==> src/rtl/gpio_irq_detect.sv <==
module gpio_irq_detect #(
  parameter int NPINS = 16,
  parameter int DW    = 32
) (
  input  logic             clk,
  input  logic             rst_n,
  input  logic [NPINS-1:0] pin_i,
  input  logic [2:0]       addr,
  input  logic             wr_en,
  input  logic [DW-1:0]    wdata,
  output logic [DW-1:0]    rdata,
  output logic             irq
);
  localparam logic [2:0] A_EN = 3'd0, A_MASK = 3'd1, A_MSET = 3'd2, A_MCLR = 3'd3;
  localparam logic [2:0] A_STAT = 3'd4, A_CLR = 3'd5, A_MODE_LO = 3'd6, A_MODE_HI = 3'd7;
  localparam int SLOTS = 8;
  localparam int PITCH = 4;

  logic [NPINS-1:0] sync1, sync2, prev;
  logic [NPINS-1:0] en_q, mask_q, status_q;
  logic [NPINS-1:0] hit, clr;
  logic [NPINS-1:0][2:0] mode_q;

  assign clr = (wr_en && addr == A_CLR) ? wdata[NPINS-1:0] : '0;

  always_comb begin
    for (int p = 0; p < NPINS; p++) begin
      case (mode_q[p])
        3'd0:    hit[p] = prev[p] & ~sync2[p];
        3'd1:    hit[p] = ~prev[p] & sync2[p];
        3'd2:    hit[p] = ~sync2[p];
        3'd3:    hit[p] = sync2[p];
        3'd4:    hit[p] = prev[p] ^ sync2[p];
        default: hit[p] = 1'b0;
      endcase
    end
  end

  always_ff @(posedge clk or negedge rst_n) begin
    if (!rst_n) begin
      sync1    <= '0;
      sync2    <= '0;
      prev     <= '0;
      status_q <= '0;
      irq      <= 1'b0;
    end else begin
      sync1    <= pin_i;
      sync2    <= sync1;
      prev     <= sync2;
      status_q <= (status_q & ~clr) | (hit & en_q);
      irq      <= |(status_q & en_q & ~mask_q);
    end
  end

  always_ff @(posedge clk or negedge rst_n) begin
    if (!rst_n) begin
      en_q   <= '0;
      mask_q <= '0;
      mode_q <= '0;
    end else if (wr_en) begin
      case (addr)
        A_EN:   en_q   <= wdata[NPINS-1:0];
        A_MASK: mask_q <= wdata[NPINS-1:0];
        A_MSET: mask_q <= mask_q | wdata[NPINS-1:0];
        A_MCLR: mask_q <= mask_q & ~wdata[NPINS-1:0];
        default: ;
      endcase
      for (int p = 0; p < NPINS; p++)
        if (addr == ((p < SLOTS) ? A_MODE_LO : A_MODE_HI))
          mode_q[p] <= wdata[PITCH*(p%SLOTS) +: 3];
    end
  end

  always_comb begin
    rdata = '0;
    case (addr)
      A_EN:   rdata[NPINS-1:0] = en_q;
      A_MASK: rdata[NPINS-1:0] = mask_q;
      A_STAT: rdata[NPINS-1:0] = status_q;
      A_MODE_LO, A_MODE_HI:
        for (int p = 0; p < NPINS; p++)
          if ((p < SLOTS) == (addr == A_MODE_LO))
            rdata[PITCH*(p%SLOTS) +: 3] = mode_q[p];
      default: ;
    endcase
  end
endmodule

==> config.mk <==
export PLATFORM = sky130hd
export DESIGN_NAME = gpio_irq_detect
export DESIGN_NICKNAME = d
export VERILOG_FILES = /design/src/rtl/gpio_irq_detect.sv
export SDC_FILE = /design/constraint.sdc
export NUM_CORES = 1
export LEC_CHECK = 0
export BUFFER_PORTS_ARGS = -buffer_cell sky130_fd_sc_hd__buf_2
export CORE_MARGIN = 5
export CORE_UTILIZATION = 65
export CTS_BUF_LIST = sky130_fd_sc_hd__clkbuf_2
export DETAILED_ROUTE_END_ITERATION = 12
export HOLD_SLACK_MARGIN = 0.08
export PLACE_DENSITY = 0.88
export SLEW_MARGIN = 20
export SYNTH_ARGS = -nofsm -noshare
export SYNTH_HDL_FRONTEND = slang
export SYNTH_SLANG_ARGS = --single-unit
==> constraint.sdc <==
create_clock -name clk -period 3.8 [get_ports clk]
set_input_delay 0.57 -clock clk [delete_from_list [all_inputs] [get_ports clk]]
set_output_delay 0.57 -clock clk [all_outputs]
set_load 0.01 [all_outputs]
# Word-level counts from Yosys, hierarchy flattened
# Cells that the tools add are included.
[word_totals]
output_inout_bits = 33
reg_bits = 145
word_cells = 247
[classes]
n_reduce_logical = 25
bitwise_logic = 90
muxes = 38
n_eq_ne = 71
[op_table]
columns = ["operator", "count"]
rows = [
  ["equality test 3 x 2 -> 1 bit, second input constant", 34],
  ["AND 16 bit", 5],
  ["case mux 1 bit (5 select lines)", 16],
  ["equality test 3 bit, second input constant", 20],
  ["equality test 3 x 1 -> 1 bit, second input constant", 17],
  ["zero test 3 bit", 17],
  ["NOT 16 bit", 3],
  ["case mux 16 bit (3 select lines)", 1],
  ["case mux 3 bit (4 select lines)", 4],
  ["two-way mux 3 bit", 12],
  ["AND 1 bit", 32],
  ["NOT 1 bit", 32],
  ["OR 16 bit", 2],
  ["two-way mux 16 bit", 1],
  ["OR reduction 16 bit", 1],
  ["bitwise XOR 1 bit", 16],
  ["case mux 1 bit (3 select lines)", 4],
  ["AND reduction 2 bit", 4],
  ["nonzero test 3 bit", 1],
  ["OR reduction 2 bit", 1],
  ["logical AND 1 bit", 1],
]

# Logic depth before layout (Yosys ltp)
[depth]
word_depth = 6
ltp_mapped = 7
depth_no_buf = 6

# Least setup slack after synthesis
# No wires, ideal clock.
[synth_path]
path_kind = "input to output"
start = "input addr[1]"
end = "output rdata[16]"
t_arrival_ns = 1.550
t_required_ns = 3.230
stages = 5
path_slack_ns = 1.680
cell_sequence = "buf_2 buf_2 nand2_1 clkbuf_1 nor2_1"
[synth_via]
elab_chain_len = 3
word_cells_on_any_way = 5
classes_between = "eq/ne: 2; mux: 2; reduce/logical: 1"
[synth_lines]
columns = ["element", "line", "source"]
rows = [
  ["from (decl)", "8", "input logic [2:0] addr,"],
  ["equality test 3 bit, on equally long branches", "76, 82", ""],
  ["two-way mux 3 bit / OR reduction 2 bit (equally long branches)", "82, 76", ""],
  ["two-way mux 3 bit (*)", "76", "case (addr)"],
  ["to (decl)", "11", "output logic [DW-1:0] rdata,"],
]
# Mark *: on every way between the ends. The rest lies on a longest branch, timed or not.

# Worst setup path after layout
[layout_path]
start = "input addr[0]"
end = "output rdata[14]"
[layout_via]
elab_chain_len = 3
word_cells_on_any_way = 8
classes_between = "eq/ne: 4; mux: 2; reduce/logical: 2"
[layout_lines]
columns = ["element", "line"]
rows = [
  ["equality test 3 bit, on equally long branches", "76, 82"],
  ["two-way mux 3 bit / OR reduction 2 bit (equally long branches)", "82, 76"],
  ["case mux 3 bit (4 select lines) (*)", "76"],
]
# Marks and branches as above.

==> metrics.md <==
| Metric | Value |
|---|---|
| Status | finished, final reports clean |
| Core Area | about 11000 µm² |
| Max-cap viol count | 0 |
| Slew margin rel. | 35.9% |
| Final hold violation count | 0 |
| Hold path depth | 2 |
| Largest net degree at the start of global routing | 100 |
| Post-cts gate resize count | 0 |
| Met3 usage | 5.74% |
| Largest family of logic cells by synthesized area | multiplexers |
| Comb pwr share | 22.3% |
| Initial Utilization | 66.8% |
| Int Pwr | 2.73 mW |
| GRT busiest layer | met2 |
| Fillers | 700 |
| Worst-skew pair later-pin latency | 0.76 ns |
| Die height | 116 µm |
| Min Tclk post-route | 2.94 ns |
| HP Class | primary input to flop |
| Largest cells by area after synthesis | dfrtp_1, mux2_2, mux2i_1 |
| Final ANT Viol Nets | 0 |
| Placed cells | between 800 and 900 |
| Hold endpoint | mask_q[6]$_DFFE_PN0P_ |
| RSZ-0062 raised after global routing | false |
| Number of global-route vias before repair | 5800 |
| Seq cells post-synth | 145 |
| Final std cells w/o fill | 920 |
| CTS clk-pin slew, worst paths | about 0.20 ns |
| Clk sinks | 145 |
| R2r setup slk | 2.08 ns |
| Antenna violations before repair | 0 |
| Most common cell in the synthesized netlist | dfrtp_1 |
| Crit Path Category | primary input to output port |
| Seq/Total Area, Yosys | 49.7% |
| Area leader, netlist | dfrtp_1 |
| # port buffers | 78 |
| Adder-Cell Fraction of Synth Area | 5.49% |
| Switching Fraction | between 30 and 40% |
| DRC violations left | 0 |
| # diodes | 0 |
| WP data arrival | 2.37 ns |
| Clock Path Buffers | 2 |
| Final GP Congestion | between 0.8 and 0.9 |
| Post-Syn Area | 7300 µm² |
| Worst Min Path Start | wdata[6] |
| Synth Flop Type | dfrtp_1 |
| Top cells by count, synth | dfrtp_1, nand2_1, mux2_2 |
| Crit-path max FO | 34 |
| Area share of the largest cell type after synthesis | 49.7% |
| FFs w/ async S/R, synth | 100% |
| CTS tree | yes |
| Global route overflow | 0 |
| Tightest Pin Transition | 0.961 ns |
| Die area | 13400 µm² |
| Rows | 38 |
| Psw | 1.30 mW |
| Cell Pwr Density | 475 nW/µm² |
| Simple-gate area share of the yosys netlist | 11.2% |
| Initial DRC Count | slightly below 600 |
| Worst endpoint required time | about 3.2 ns |
| Setup ws final | 0.863 ns |
| Post-synthesis mux area share | 17.8% |
| Final core occ | 77.6% |
| Area growth syn-to-layout | 16.2% |
| Met1 Use GR | 35.7% |
| Num CTS Buffers | 17 |
| Nets@finish | 853 |
| EDFF count, synth | 0 |
| Routed length per instance | 19.4 µm |
| Worst R2R Start | en_q[15]$_DFFE_PN0P_ |
| Finish-stage setup viols | 0 |
| Unique masters post-synth | 49 |
| CP Capture Type | output port |
| Layout cells sized above 1 | 24.2% |
| Clock share of power | 24.6% |
| Leakage Power | 4.05 nW |
| Period utilization | 77.3% |
| Reg-to-reg endpoint | irq$_DFF_PN0_ |
| Vias | around 5600 |
| Register Area | 3630 µm² |
| Clk_skew | 0.0343 ns |
| Synth Instances | 643 |
| Vias/cell | 6.11 |
| Max VDD drop | 0.310 mV |
| Post-synthesis compound-gate area fraction | 10.1% |
| Max Slew Vio Count | 0 |
| Yosys warns | 0 |
| Multi-input logic area | about 3400 µm² |
| First-pass GRT wire length | 29200 µm |
| IO Count | 87 |
| GR Util met2 | 47.6% |
| Startpoint Class | primary input |
| Die Wd | 116 µm |
| DRT Wirelength | 17900 µm |
| Pre-CTS setup slack | 0.920 ns |
| CTS root buffer | clkbuf_2 |
| Register share of total power | approximately 53% |
| Gr usage total | 28.5% |
| Setup TNS | 0 ns |
| Peak Freq | 0.340 GHz |
| TritonRoute pass-1 iters | 5 |
| FF-to-FF path depth | 4 |
| Htree depth | 4 |
| Mean Syn Cell Area | 11.4 µm² |
| DP HPWL | ~12000 µm |
| Xor and xnor fraction of the mapped netlist area | 1.20% |
power groups by stage:
stage,registers [mW],logic [mW],clock network [mW]
after floorplan,2.05,0.625,0
after global placement,2.12,0.805,0
after detailed placement,2.15,0.855,0
after CTS,2.12,0.896,1.00
after global routing,2.17,0.994,1.07
final,2.14,0.899,0.992
sequential cells by signal, indices dropped and copies added, names as in the netlist:
signal / count
mask_q: 16
prev: 16
en_q: 16
irq: 1
sync2: 16
sync1: 16
status_q: 16
mode_q: 48
routing by layer:
metal  routed length (µm)  vias to the layer above  share of wire (%)
met4                  509                        0                2.8
li1                     -                     2532                  -
met3                 1200                       44                6.7
met1                 7000                     2774                 39
met5                    0                        -                  0
met2                 9170                      273                 51
stage by stage:
step                      power [mW]  instance area [µm²]  hold WS (ns)
final                           4.03                 8480         0.136
after CTS                       4.02                 8480        0.0809
after detailed placement        3.01                 7780         0.336
after floorplan                 2.67                 7310         0.274
after global routing            4.23                 8480        0.0871
after global placement          2.92                 7780         0.333
cells in the final DEF (no fill, tap or decap), types with 3 or more instances in the layout:
cell,instances
mux2_4,20
xor2_1,9
o22ai_1,9
nand3_1,9
conb_1,4
o21ai_0,20
nor3_1,4
buf_4,8
dfrtp_1,145
nand3b_1,10
clkbuf_2,20
nor4b_1,13
a21oi_1,26
nor2_1,41
mux2_2,48
o21a_1,3
a311o_1,3
a211oi_1,9
nor2b_1,3
buf_2,77
a22oi_1,14
nand2_1,65
clkinv_1,3
a21boi_0,3
o31ai_1,3
o211ai_1,14
ha_1,32
inv_1,40
dlygate4sd3_1,43
mux2i_1,45
bufinv_16,4
kinds of logic after synthesis:
family / Yosys count
XOR/XNOR: 10
AO/OA/AOI/OAI: 112
other: 1
AND/OR/NAND/NOR: 161
multiplexers: 114
flip-flops: 145
buffers and inverters: 68
adder cells (fa/ha/maj): 32
worst max-delay path: stages:
cell     delay [ns]
buf_2          0.71
buf_4          0.35
mux2i_1        0.21
nor2_1         0.07
a21oi_1        0.14
o22ai_1        0.12
buf_2          0.17
final cells by class:
class                   instances  area share, %
clock buffers                  20           1.18
clock inverters                12           1.95
inverters                      40           1.77
multi-input cells             433           39.6
flip-flops and latches        145           42.8
well taps                     140           2.07
repair buffers                130           10.7
how the worst max path moves through the flow:
| stage | endpoint | from | cells after the start | slack, ns |
|---|---|---|---|---|
| 2_1_floorplan | rdata[16] | addr[1] | 5 | 1.68 |
| 3_3_place_gp | rdata[14] | addr[0] | 7 | 0.95 |
| 3_5_place_dp | rdata[14] | addr[0] | 7 | 0.92 |
| 4_1_cts | rdata[14] | addr[0] | 7 | 0.89 |
| 5_1_grt | rdata[14] | addr[0] | 7 | 0.80 |
| 6_report | rdata[14] | addr[0] | 7 | 0.86 |
what timing repair did:
action,4_1_cts,5_1_grt
endpoints found under the setup margin,0,0
hold buffers,43,0
hold endpoints to repair,159,0
setup buffers,0,0
(Power assumes the default switching activity.)
